[src/rtl/callstack_pkg.sv]
package callstack_pkg;
  typedef enum logic [1:0] {
    OP_NONE = 2'd0,
    OP_CALL = 2'd1,
    OP_RET  = 2'd2
  } op_e;
endpackage

[src/rtl/cs_event_seq.sv]
// Orders retirement events: one executes per cycle, the next is held back.
module cs_event_seq
  import callstack_pkg::*;
#(
  parameter int AW = 32
) (
  input  logic          clk,
  input  logic          rst_n,
  input  logic          block_i,
  input  logic          call_i,
  input  logic          ret_i,
  input  logic [AW-1:0] from_i,
  input  logic [AW-1:0] to_i,
  output op_e           op_o,
  output logic [AW-1:0] op_from_o,
  output logic [AW-1:0] op_to_o,
  output logic          pend_o
);
  logic          pend_q, pend_call_q;
  logic [AW-1:0] pend_from_q, pend_to_q;
  logic          nx_v, nx_call;

  always_comb begin
    op_o      = OP_NONE;
    op_from_o = pend_from_q;
    op_to_o   = pend_to_q;
    nx_v      = 1'b0;
    nx_call   = 1'b0;
    if (!block_i) begin
      if (pend_q) begin
        op_o = pend_call_q ? OP_CALL : OP_RET;
        if (call_i) begin
          nx_v    = 1'b1;
          nx_call = 1'b1;
        end else if (ret_i) begin
          nx_v = 1'b1;
        end
      end else begin
        op_from_o = from_i;
        op_to_o   = to_i;
        if (call_i) begin
          op_o = OP_CALL;
          nx_v = ret_i;
        end else if (ret_i) begin
          op_o = OP_RET;
        end
      end
    end
  end

  always_ff @(posedge clk or negedge rst_n) begin
    if (!rst_n) begin
      pend_q      <= 1'b0;
      pend_call_q <= 1'b0;
      pend_from_q <= '0;
      pend_to_q   <= '0;
    end else begin
      pend_q      <= nx_v;
      pend_call_q <= nx_call;
      pend_from_q <= from_i;
      pend_to_q   <= to_i;
    end
  end

  assign pend_o = pend_q;
endmodule

[src/rtl/cs_tos_ctrl.sv]
// Top-of-stack pointer with wrap in both directions.
module cs_tos_ctrl
  import callstack_pkg::*;
#(
  parameter int DEPTH = 32,
  localparam int IDXW = $clog2(DEPTH)
) (
  input  logic            clk,
  input  logic            rst_n,
  input  logic            clr_i,
  input  logic            load_i,
  input  logic [IDXW-1:0] load_val_i,
  input  op_e             op_i,
  output logic [IDXW-1:0] tos_o,
  output logic [IDXW-1:0] tos_inc_o
);
  localparam logic [IDXW-1:0] LAST = IDXW'(DEPTH - 1);
  logic [IDXW-1:0] tos_q, tos_dec;

  assign tos_inc_o = (tos_q == LAST) ? '0 : tos_q + 1'b1;
  assign tos_dec   = (tos_q == '0) ? LAST : tos_q - 1'b1;

  always_ff @(posedge clk or negedge rst_n) begin
    if (!rst_n)                tos_q <= '0;
    else if (clr_i)            tos_q <= '0;
    else if (load_i)           tos_q <= load_val_i;
    else if (op_i == OP_CALL)  tos_q <= tos_inc_o;
    else if (op_i == OP_RET)   tos_q <= tos_dec;
  end

  assign tos_o = tos_q;
endmodule

[src/rtl/cs_slot_bank.sv]
// Record storage: one write port, bulk clear, two read ports.
module cs_slot_bank #(
  parameter int DEPTH = 32,
  parameter int AW    = 32,
  localparam int IDXW = $clog2(DEPTH)
) (
  input  logic            clk,
  input  logic            rst_n,
  input  logic            clr_all_i,
  input  logic            we_i,
  input  logic [IDXW-1:0] widx_i,
  input  logic [AW-1:0]   wfrom_i,
  input  logic [AW-1:0]   wto_i,
  input  logic [IDXW-1:0] ra_idx_i,
  output logic [AW-1:0]   ra_from_o,
  output logic [AW-1:0]   ra_to_o,
  input  logic [IDXW-1:0] rb_idx_i,
  output logic [AW-1:0]   rb_from_o,
  output logic [AW-1:0]   rb_to_o
);
  localparam logic [IDXW-1:0] LAST = IDXW'(DEPTH - 1);
  logic [AW-1:0] slot_from [DEPTH];
  logic [AW-1:0] slot_to   [DEPTH];

  for (genvar g = 0; g < DEPTH; g++) begin : g_slot
    always_ff @(posedge clk or negedge rst_n) begin
      if (!rst_n) begin
        slot_from[g] <= '0;
        slot_to[g]   <= '0;
      end else if (clr_all_i) begin
        slot_from[g] <= '0;
        slot_to[g]   <= '0;
      end else if (we_i && widx_i == IDXW'(g)) begin
        slot_from[g] <= wfrom_i;
        slot_to[g]   <= wto_i;
      end
    end
  end

  always_comb begin
    ra_from_o = '0;
    ra_to_o   = '0;
    rb_from_o = '0;
    rb_to_o   = '0;
    if (ra_idx_i <= LAST) begin
      ra_from_o = slot_from[ra_idx_i];
      ra_to_o   = slot_to[ra_idx_i];
    end
    if (rb_idx_i <= LAST) begin
      rb_from_o = slot_from[rb_idx_i];
      rb_to_o   = slot_to[rb_idx_i];
    end
  end
endmodule

[src/rtl/cs_walker.sv]
// Backward zero-terminated readout as a valid/ready stream.
module cs_walker #(
  parameter int DEPTH = 32,
  parameter int AW    = 32,
  localparam int IDXW = $clog2(DEPTH),
  localparam int CW   = $clog2(DEPTH + 1)
) (
  input  logic            clk,
  input  logic            rst_n,
  input  logic            abort_i,
  input  logic            start_i,
  input  logic [IDXW-1:0] tos_i,
  output logic [IDXW-1:0] cur_o,
  input  logic [AW-1:0]   ent_from_i,
  input  logic [AW-1:0]   ent_to_i,
  output logic            valid_o,
  input  logic            ready_i,
  output logic [IDXW-1:0] idx_o,
  output logic [AW-1:0]   from_o,
  output logic [AW-1:0]   to_o,
  output logic [CW-1:0]   count_o,
  output logic            done_o
);
  localparam logic [IDXW-1:0] LAST    = IDXW'(DEPTH - 1);
  localparam logic [CW-1:0]   CNT_END = CW'(DEPTH - 1);
  logic            busy_q, done_q, ent_ok;
  logic [IDXW-1:0] cur_q;
  logic [CW-1:0]   cnt_q;

  assign ent_ok  = (|ent_from_i) || (|ent_to_i);
  assign valid_o = busy_q && ent_ok;
  assign idx_o   = cur_q;
  assign cur_o   = cur_q;
  assign from_o  = ent_from_i;
  assign to_o    = ent_to_i;
  assign count_o = cnt_q;
  assign done_o  = done_q;

  always_ff @(posedge clk or negedge rst_n) begin
    if (!rst_n) begin
      busy_q <= 1'b0;
      done_q <= 1'b0;
      cur_q  <= '0;
      cnt_q  <= '0;
    end else if (abort_i) begin
      busy_q <= 1'b0;
      done_q <= 1'b0;
      cnt_q  <= '0;
    end else if (!busy_q) begin
      if (start_i) begin
        busy_q <= 1'b1;
        done_q <= 1'b0;
        cur_q  <= tos_i;
        cnt_q  <= '0;
      end
    end else if (!ent_ok) begin
      busy_q <= 1'b0;
      done_q <= 1'b1;
    end else if (ready_i) begin
      cnt_q <= cnt_q + 1'b1;
      cur_q <= (cur_q == '0) ? LAST : cur_q - 1'b1;
      if (cnt_q == CNT_END) begin
        busy_q <= 1'b0;
        done_q <= 1'b1;
      end
    end
  end
endmodule

[src/rtl/callstack_rec.sv]
module callstack_rec
  import callstack_pkg::*;
#(
  parameter int DEPTH = 32,
  parameter int AW    = 32,
  localparam int IDXW = $clog2(DEPTH),
  localparam int CW   = $clog2(DEPTH + 1)
) (
  input  logic            clk,
  input  logic            rst_n,
  input  logic            clr_i,
  input  logic            ev_call_i,
  input  logic            ev_ret_i,
  input  logic [AW-1:0]   ev_from_i,
  input  logic [AW-1:0]   ev_to_i,
  input  logic            walk_start_i,
  output logic            rec_valid_o,
  input  logic            rec_ready_i,
  output logic [IDXW-1:0] rec_idx_o,
  output logic [AW-1:0]   rec_from_o,
  output logic [AW-1:0]   rec_to_o,
  output logic [CW-1:0]   walk_count_o,
  output logic            walk_done_o,
  input  logic            ctx_load_i,
  input  logic [IDXW-1:0] ctx_tos_i,
  input  logic            ctx_we_i,
  input  logic [IDXW-1:0] ctx_idx_i,
  input  logic [AW-1:0]   ctx_from_i,
  input  logic [AW-1:0]   ctx_to_i,
  input  logic [IDXW-1:0] rd_idx_i,
  output logic [AW-1:0]   rd_from_o,
  output logic [AW-1:0]   rd_to_o,
  output logic [IDXW-1:0] tos_o
);
  op_e             op_w;
  logic            pend_w, block_w, clr_all_w, we_w;
  logic [AW-1:0]   op_from_w, op_to_w, wfrom_w, wto_w, wk_from_w, wk_to_w;
  logic [IDXW-1:0] tos_w, tos_inc_w, widx_w, wk_cur_w;

  assign block_w   = clr_i | ctx_load_i | ctx_we_i;
  assign clr_all_w = clr_i | ctx_load_i;

  cs_event_seq #(.AW(AW)) u_seq (
    .clk(clk), .rst_n(rst_n), .block_i(block_w),
    .call_i(ev_call_i), .ret_i(ev_ret_i), .from_i(ev_from_i), .to_i(ev_to_i),
    .op_o(op_w), .op_from_o(op_from_w), .op_to_o(op_to_w), .pend_o(pend_w)
  );

  cs_tos_ctrl #(.DEPTH(DEPTH)) u_tos (
    .clk(clk), .rst_n(rst_n), .clr_i(clr_i), .load_i(ctx_load_i),
    .load_val_i(ctx_tos_i), .op_i(op_w), .tos_o(tos_w), .tos_inc_o(tos_inc_w)
  );

  always_comb begin
    we_w    = 1'b1;
    widx_w  = tos_w;
    wfrom_w = '0;
    wto_w   = '0;
    if (ctx_we_i) begin
      widx_w  = ctx_idx_i;
      wfrom_w = ctx_from_i;
      wto_w   = ctx_to_i;
    end else if (op_w == OP_CALL) begin
      widx_w  = tos_inc_w;
      wfrom_w = op_from_w;
      wto_w   = op_to_w;
    end else if (op_w != OP_RET) begin
      we_w = 1'b0;
    end
  end

  cs_slot_bank #(.DEPTH(DEPTH), .AW(AW)) u_bank (
    .clk(clk), .rst_n(rst_n), .clr_all_i(clr_all_w),
    .we_i(we_w), .widx_i(widx_w), .wfrom_i(wfrom_w), .wto_i(wto_w),
    .ra_idx_i(wk_cur_w), .ra_from_o(wk_from_w), .ra_to_o(wk_to_w),
    .rb_idx_i(rd_idx_i), .rb_from_o(rd_from_o), .rb_to_o(rd_to_o)
  );

  cs_walker #(.DEPTH(DEPTH), .AW(AW)) u_walk (
    .clk(clk), .rst_n(rst_n), .abort_i(clr_all_w), .start_i(walk_start_i),
    .tos_i(tos_w), .cur_o(wk_cur_w), .ent_from_i(wk_from_w), .ent_to_i(wk_to_w),
    .valid_o(rec_valid_o), .ready_i(rec_ready_i), .idx_o(rec_idx_o),
    .from_o(rec_from_o), .to_o(rec_to_o), .count_o(walk_count_o),
    .done_o(walk_done_o)
  );

  assign tos_o = tos_w;
endmodule

[config.mk]
export PLATFORM = sky130hd
export DESIGN_NAME = callstack_rec
export DESIGN_NICKNAME = d
export VERILOG_FILES = /design/src/rtl/callstack_pkg.sv /design/src/rtl/cs_event_seq.sv /design/src/rtl/cs_tos_ctrl.sv /design/src/rtl/cs_slot_bank.sv /design/src/rtl/cs_walker.sv /design/src/rtl/callstack_rec.sv
export SDC_FILE = /design/constraint.sdc
export NUM_CORES = 2
export LEC_CHECK = 0
export ABC_AREA = 0
export BUFFER_PORTS_ARGS = -buffer_cell sky130_fd_sc_hd__buf_2
export CELL_PAD_IN_SITES_DETAIL_PLACEMENT = 0
export CELL_PAD_IN_SITES_GLOBAL_PLACEMENT = 1
export CORE_MARGIN = 1
export CORE_UTILIZATION = 52
export CTS_BUF_LIST = sky130_fd_sc_hd__clkbuf_16
export CTS_CLUSTER_DIAMETER = 40
export DETAILED_ROUTE_END_ITERATION = 10
export PLACE_DENSITY_LB_ADDON = 0.1
export SLEW_MARGIN = 5
export SYNTH_ARGS = -nofsm -noshare
export SYNTH_HDL_FRONTEND = slang
export SYNTH_SLANG_ARGS = --single-unit
[constraint.sdc]
create_clock -name clk -period 4.6 [get_ports clk]
set_clock_uncertainty 0.05 [all_clocks]
set_input_delay 0.46 -clock clk [delete_from_list [all_inputs] [get_ports clk]]
set_output_delay 0.46 -clock clk [all_outputs]
set_load 0.05 [all_outputs]
==> Word level (Yosys, flattened, before mapping) <==
Cells that the tools add are included.
{ "word_totals": {"reg_bits": 2132, "latchBits": 0, "ram_bits": 0, "mem_bits_ro": 0, "output_inout_bits": 146, "word_cells": 403, "n_memories": 0} }
{ "op_classes": {"add_sub_neg": 4, "mul": 0, "div": 0, "order_cmp": 4, "eq_ne": 42, "n_shift": 0, "mux": 198, "n_bitwise": 5, "n_reduce_logical": 77} }
{ "op_table": {"columns": ["operator", "count"], "rows": [
  ["two-way mux 32 bit", 148],
  ["binary-select mux 32 bit (select 5 bit)", 4],
  ["== test 5 bit, second input constant", 17],
  ["nonzero test 2 bit", 33],
  ["two-way mux 5 bit", 13],
  ["OR reduction 32 bit", 2],
  ["== test 5 x 4 -> 1 bit, second input constant", 8],
  ["logical AND 1 bit", 33],
  ["two-way mux 6 bit", 5],
  ["two-way mux 1 bit", 23],
  ["== test 5 x 3 -> 1 bit, second input constant", 4],
  ["zero test 5 bit", 3],
  [">= comparator 6 bit, second input constant", 2],
  ["inverter 5 -> 6 bit", 2],
  ["== test 5 x 2 -> 1 bit, second input constant", 2],
  ["less-or-equal comparator 5 bit, second input constant", 2],
  ["two-way mux 2 bit", 5],
  ["subtractor 5 x 1 -> 5 bit, second input constant", 2],
  ["!= test 4 bit, second input constant", 2],
  ["adder 6 x 1 -> 6 bit, second input constant", 1],
  ["== test 6 x 5 -> 1 bit, second input constant", 1],
  ["!= test 2 bit, second input constant", 3],
  ["!= test 3 bit, second input constant", 2],
  ["AND reduction 3 bit", 2],
  ["10 further kinds", 11]
]} }

==> Longest topological paths before layout <==
{ "depth": {"ltp_word": 11, "depth_mapped": 19, "ltp_nobuf": 13} }

==> Hierarchy <==
A second synthesis with hierarchy kept.
{ "unflattened": {"hier_cells": 12916, "area_unflattened_um2": 118606.3} }
{ "modules_own_cells": {"columns": ["module", "instances", "cells_per_inst", "area_each_um2", "seq_area_each_um2"], "rows": [
  ["cs_slot_bank", 1, 12303, 112843.2, 51249.2],
  ["cs_event_seq", 1, 147, 2690.1, 1651.6],
  ["cs_walker", 1, 176, 1451.4, 325.3],
  ["callstack_rec", 1, 227, 1104.8, 0.0],
  ["cs_tos_ctrl", 1, 63, 516.7, 125.1]
]} }

==> Worst setup path before layout <==
Ideal clock, no wire load.
{ "synth_path": {"kind": "register to output", "startpoint": "reg u_walk.cur_q[1] (netlist: u_walk.cur_o[1])", "endpoint": "out rec_valid_o", "arrival_ns": 4.878, "t_required_ns": 4.090, "path_slack_ns": -0.788, "stages_incl_launch_ff": 14, "n_path_buf": 5, "path_cell_list": "dfrtp_1 > buf_4 > buf_2 > buf_4 > buf_4 > buf_2 > mux4_2 > nand2_1 > a311oi_1 > nor4_1 > nor4bb_1 > nand4_1 > nor2_2 > nor2b_1"} }
{ "synth_via": {"elab_chain_cells": 8} }
{ "synth_lines": {"columns": ["element", "line_no", "source"], "rows": [
  ["start: declaration", "cs_walker.sv:27", "logic [IDXW-1:0] cur_q;"],
  ["start signal: assignment", "cs_walker.sv:53", "cur_q <= tos_i;"],
  ["start signal: assignment", "cs_walker.sv:61", "cur_q <= (cur_q == '0) ? LAST : cur_q - 1'b1;"],
  ["inverter 5 -> 6 bit (not written as such)", "cs_slot_bank.sv:47", "ra_to_o = slot_to[ra_idx_i];"],
  ["binary-select mux 32 bit (select 5 bit)", "cs_slot_bank.sv:47", null],
  ["two-way mux 32 bit (not written as such) (2 in series)", "cs_slot_bank.sv:47", null],
  ["two-way mux 32 bit (*)", "cs_slot_bank.sv:45", "if (ra_idx_i <= LAST) begin"],
  ["net rec_to_o[12]", "callstack_rec.sv:21", "output logic [AW-1:0] rec_to_o,"],
  ["OR reduction 32 bit (*)", "cs_walker.sv:30", "assign ent_ok = (|ent_from_i) || (|ent_to_i);"],
  ["logical OR 1 bit (*)", "cs_walker.sv:30", null],
  ["logical AND 1 bit (*)", "cs_walker.sv:31", "assign valid_o = busy_q && ent_ok;"],
  ["end: declaration", "callstack_rec.sv:17", "output logic rec_valid_o,"]
]} }
The timed path passes the listed nets; every way through them passes the cells marked *. The select of a mux whose other input is x is not followed.

==> Worst setup path in the final report <==
{ "layout_path": {"startpoint": "reg u_walk.cur_q[0] (netlist: u_walk.cur_o[0])", "endpoint": "out rec_valid_o"} }
{ "layout_via": {"elab_chain_cells": 8} }
{ "layout_lines": {"columns": ["element", "line_no"], "rows": [
  ["inverter 5 -> 6 bit (not written as such)", "cs_slot_bank.sv:46, cs_slot_bank.sv:47"],
  ["binary-select mux 32 bit (select 5 bit) (on tied branches)", "cs_slot_bank.sv:46, cs_slot_bank.sv:47"],
  ["two-way mux 32 bit (on tied branches) (2 in series)", "cs_slot_bank.sv:46, cs_slot_bank.sv:47"],
  ["two-way mux 32 bit", "cs_slot_bank.sv:45"],
  ["OR reduction 32 bit", "cs_walker.sv:30"],
  ["logical OR 1 bit (*)", "cs_walker.sv:30"],
  ["logical AND 1 bit (*)", "cs_walker.sv:31"]
]} }
Every way passes the cells marked *; elsewhere a longest branch is shown, timed or not. The select of a mux whose other input is x is not followed.

==> out/qor.log <==
[cts] latest clock arrival within the worst-skew pair 0.98 ns
[logic_synthesis] syn_area_per_cell 11.6 sq um
[sta] max-slew violation count 0
[logic_synthesis] number of synthesized flops with an enable pin 0
[sta] final setup vio count 2
[logic_synthesis] most instantiated flip-flop cell in the synthesis netlist dfrtp_1
[sta] transition at the pin with the smallest max-transition slack 1.16 ns
[floorplan] count of boundary I/O pins 298
[logic_synthesis] count of warnings emitted by yosys 0
[power_and_ir_drop] power density over the cells 426 nW/um^2
[placed_design] number of I/O port buffers 297
[critical_path] data required time at the worst endpoint 4.09 ns
[layout] net total in the final layout 10400
[logic_synthesis] FF+latch count, synth 2132
[cts] clock tree root driver cell clkbuf_16
[logic_synthesis] area share of the leading cell type in the synthesized netlist 46.7%
[logic_synthesis] gate count after technology mapping 9874
[floorplan] row count 171
[logic_synthesis] Synth async-reset ratio 100%
[sta] Tmin final 5.28 ns
[sta] max_slew headroom 22.6%
[sta] worst hold margin 0.0531 ns
[sta] final setup TNS -0.682 ns
[routing] post-route DRC violation count 0
[critical_path] Critical Path Fanout Max 12
[critical_path] number of buffers and inverters on the critical path 8
[logic_synthesis] net count after synthesis 10000
[sta] setup repair after global routing missed its margin true
[grt] overall track demand over capacity in global routing 40.3%
[routing] number of optimization iterations in the first detailed-route pass 6
[routing] routed via count divided by cell count 6.95
[placed_design] gpl congestion 0.904
[critical_path] Crit Reg-Reg Startpoint u_walk.cur_o[0]
[routing] detailed router's first-iteration violation count 12300
[cts] number of sinks handled by clock tree synthesis 2132
[routing] Post-DRT Antenna Nets 0
[sta] Final Cycle Share 115%
[critical_path] largest delay contributor family on the critical path buffers and inverters
[sta] worst setup margin -0.682 ns
[critical_path] Worst Setup SP u_walk.cur_o[0]
[floorplan] Std-Cell Core Area 218000 sq um
[status] failing checks negative setup slack
[critical_path] sequence of cells on the critical path buf_12 > buf_16 > buf_12 > buf_12 > buf_16 > mux4_2 > a22oi_1 > a31oi_1 > a21boi_2 > nor2_1 > nor4bb_4 > buf_4 > nand4_1 > buf_4 > nor2_4 > nor2b_2 > buf_6
[grt] via count of the first global-routing pass 92400
[cts] TritonCTS clock tree built
[critical_path] crit path max-delay cell type nor4bb_4
[cts] clock-pin slew on the worst setup and hold paths 0.05 ns
[critical_path] Top cell by count, worst path buf_12
[cts] Longest Clk Path Bufs 4
[hold_path] Hold Path Class input pin to flip-flop
[floorplan] die boundary height 471 microns
[routing] aggregate routed wire length 446 mm
[logic_synthesis] cell area after synthesis 114000 sq um
[logic_synthesis] most area-hungry cell type in the Yosys netlist dfrtp_1
[grt] wire length of the first global-routing pass 655 mm
[floorplan] area of the die 222000 sq um
[grt] global-route congestion overflow total 0
[flow_run] number of max-cap violations 0
[placed_design] DPL Wire Length 270 mm
[power_and_ir_drop] leak pwr 0.0546 uW
[logic_synthesis] post-synthesis sequential area ratio 46.7%
[power_and_ir_drop] VDD IR-drop max 479 uV
[layout] share of layout cells above drive strength 1 28.4%
[critical_path] classification of the worst setup path flip-flop to output port
[cts] cts bufs inserted 380
[sta] Peak Freq 189 MHz
[sta] total count of hold-check failures in the final report 0
[hold_path] hold_sp ctx_to_i[23]
[floorplan] Die X-Extent 471 microns
[status] run status complete, but fails checks
[critical_path] worst endpoint data arrival time 4.77 ns
[critical_path] Setup crit start kind flip-flop
[critical_path] Setup crit end kind output port
[layout] synthesis-to-finish area growth 21.0%
[critical_path] largest stage delay on the critical path 0.58 ns
[floorplan] Initial Util 52.5%
[routing] drt wl/cell 33.3 microns
[logic_synthesis] top area cells in the synthesized netlist dfrtp_1, mux4_2, a211oi_1
[cts] H-Tree Depth 5
[logic_synthesis] count of cell types in the netlist 76
[routing] vias 93000
[grt] maximum number of pins on one net before global-route repair 196
[grt] number of antenna violations at the first check in global routing 13
## registers in the layout, indices dropped and copies added (netlist names)
| signal | cells |
|---|---|
| u_tos.tos_o | 5 |
| u_walk.done_o | 1 |
| u_seq.pend_to_q | 32 |
| u_walk.cur_o | 5 |
| u_seq.pend_call_q | 1 |
| u_bank.slot_to | 1024 |
| u_seq.pend_o | 1 |
| u_walk.count_o | 6 |
| u_seq.pend_from_q | 32 |
| u_bank.slot_from | 1024 |
| u_walk.busy_q | 1 |
## layout by cell type (no fill, tap or decap), types with 18 or more instances in the layout
cell type	count
a21oi_1	63
buf_16	18
o221ai_1	25
buf_2	271
mux2_2	140
buf_6	20
clkinv_1	36
nand2_1	479
mux4_2	1043
clkinvlp_4	44
nand2b_1	74
nor2_1	1835
a22oi_1	56
clkinv_4	32
inv_1	58
bufinv_16	42
o22ai_1	24
buf_4	438
a31oi_1	21
dlygate4sd3_1	137
inv_6	58
dfrtp_1	2127
nand3_1	19
a221oi_1	26
nor2_4	32
clkinv_2	47
a211oi_1	1736
clkbuf_16	385
a21oi_2	62
o21ai_0	363
buf_12	219
mux2i_1	289
## routing by layer
metal / wire length [microns] / global-route usage [%] / vias up / share of wire [%]
li1: - / - / 38300 / -
met2: 202000 / 60.5 / 5654 / 45
met5: 82 / 0 / - / 0.018
met4: 27200 / 21.4 / 12 / 6.1
met1: 173000 / 54.9 / 47700 / 39
met3: 44400 / 9.15 / 1376 / 9.9
## synthesized netlist by cell type, types with 8 or more instances
| cell | n |
|---|---|
| a221oi_1 | 31 |
| buf_6 | 15 |
| nand4_1 | 8 |
| nand2b_1 | 75 |
| a31o_2 | 11 |
| a221o_1 | 12 |
| nor2_1 | 1868 |
| o21a_1 | 14 |
| nor2b_1 | 13 |
| mux2_2 | 141 |
| o211ai_1 | 15 |
| buf_1 | 88 |
| mux2i_1 | 289 |
| and2_1 | 9 |
| o21ai_0 | 363 |
| clkbuf_1 | 942 |
| nand3_1 | 24 |
| o221a_2 | 9 |
| nand2_1 | 480 |
| mux4_2 | 1043 |
| a22oi_1 | 58 |
| inv_1 | 29 |
| nor3_1 | 12 |
| and3_1 | 11 |
| o221ai_1 | 31 |
| o22ai_1 | 24 |
| a31oi_1 | 24 |
| buf_2 | 64 |
| dfrtp_1 | 2132 |
| a211oi_1 | 1740 |
| a21oi_1 | 132 |
| buf_4 | 51 |
| a22o_1 | 9 |
## logic make-up after synthesis
| group | share of synthesized area, % |
|---|---|
| buffers and inverters | 4.25 |
| AND/OR/NAND/NOR | 8.76 |
| AO/OA/AOI/OAI | 15.7 |
| flip-flops | 46.7 |
| XOR/XNOR | 0.0230 |
| multiplexers | 24.5 |
| adder cells (fa/ha/maj) | 0.0766 |
## through the flow
step           std cells  instance area, sq um  utilization, %  power, uW  setup WS (ns)
2_1_floorplan       9874                114000               -      24900         0.0653
4_1_cts            13400                138000            63.3      58700         -0.682
5_1_grt            13400                138000            63.5      60200         -0.739
3_3_place_gp       12500                123000            56.4      29900         -0.611
6_report           13400                138000            63.5      58900         -0.682
3_5_place_dp       12500                123000            56.4      30000         -0.595
## area by class of cell
| type | instances | area (sq um) |
|---|---|---|
| fill | 16900 | 79600 |
| antenna | 7 | 17.5 |
| inverter | 31 | 131 |
| tap | 2854 | 3570 |
| clock inverter | 300 | 3000 |
| timing repair buffer | 1117 | 11500 |
| multi-input combinational | 6551 | 57000 |
| clock buffer | 385 | 9630 |
| sequential | 2132 | 53400 |
## where the power goes
group | switching [uW] | total [uW] | leakage (uW) | internal [uW]
registers | 230 | 19300 | 0.0295 | 19000
logic | 7550 | 11500 | 0.0189 | 3960
clock network | 10400 | 28200 | 0.00622 | 17700
total | 18200 | 58900 | 0.0546 | 40700
## worst paths after layout
path / endpoint / slack (ns) / cells after the start
setup / recovery: rec_valid_o / -0.68 / 17
min in group asynchronous: u_bank.slot_from[356] / 0.49 / 3
hold reg to reg: u_bank.slot_to[806] / 0.45 / 2
hold / removal: u_bank.slot_to[695] / 0.05 / 4
max in group asynchronous: u_bank.slot_to[520] / 2.31 / 5
setup reg to reg: u_walk.cur_o[2] / 0.10 / 18
## timing repair
item                                   CTS  global route
resized for setup                       70            33
hold buffers                           137             0
buffers inserted                        38            15
cloned                                  13             0
endpoints found under the hold margin  582             0
pin swaps                               17            13
setup endpoints to repair               19             5
## worst min-delay path: cells and delay by family
kind	cells	cell delay, ns
buffers and inverters	2	0.27
AOI/OAI and AO/OA	2	0.29
Power figures use the tool's default switching activity.
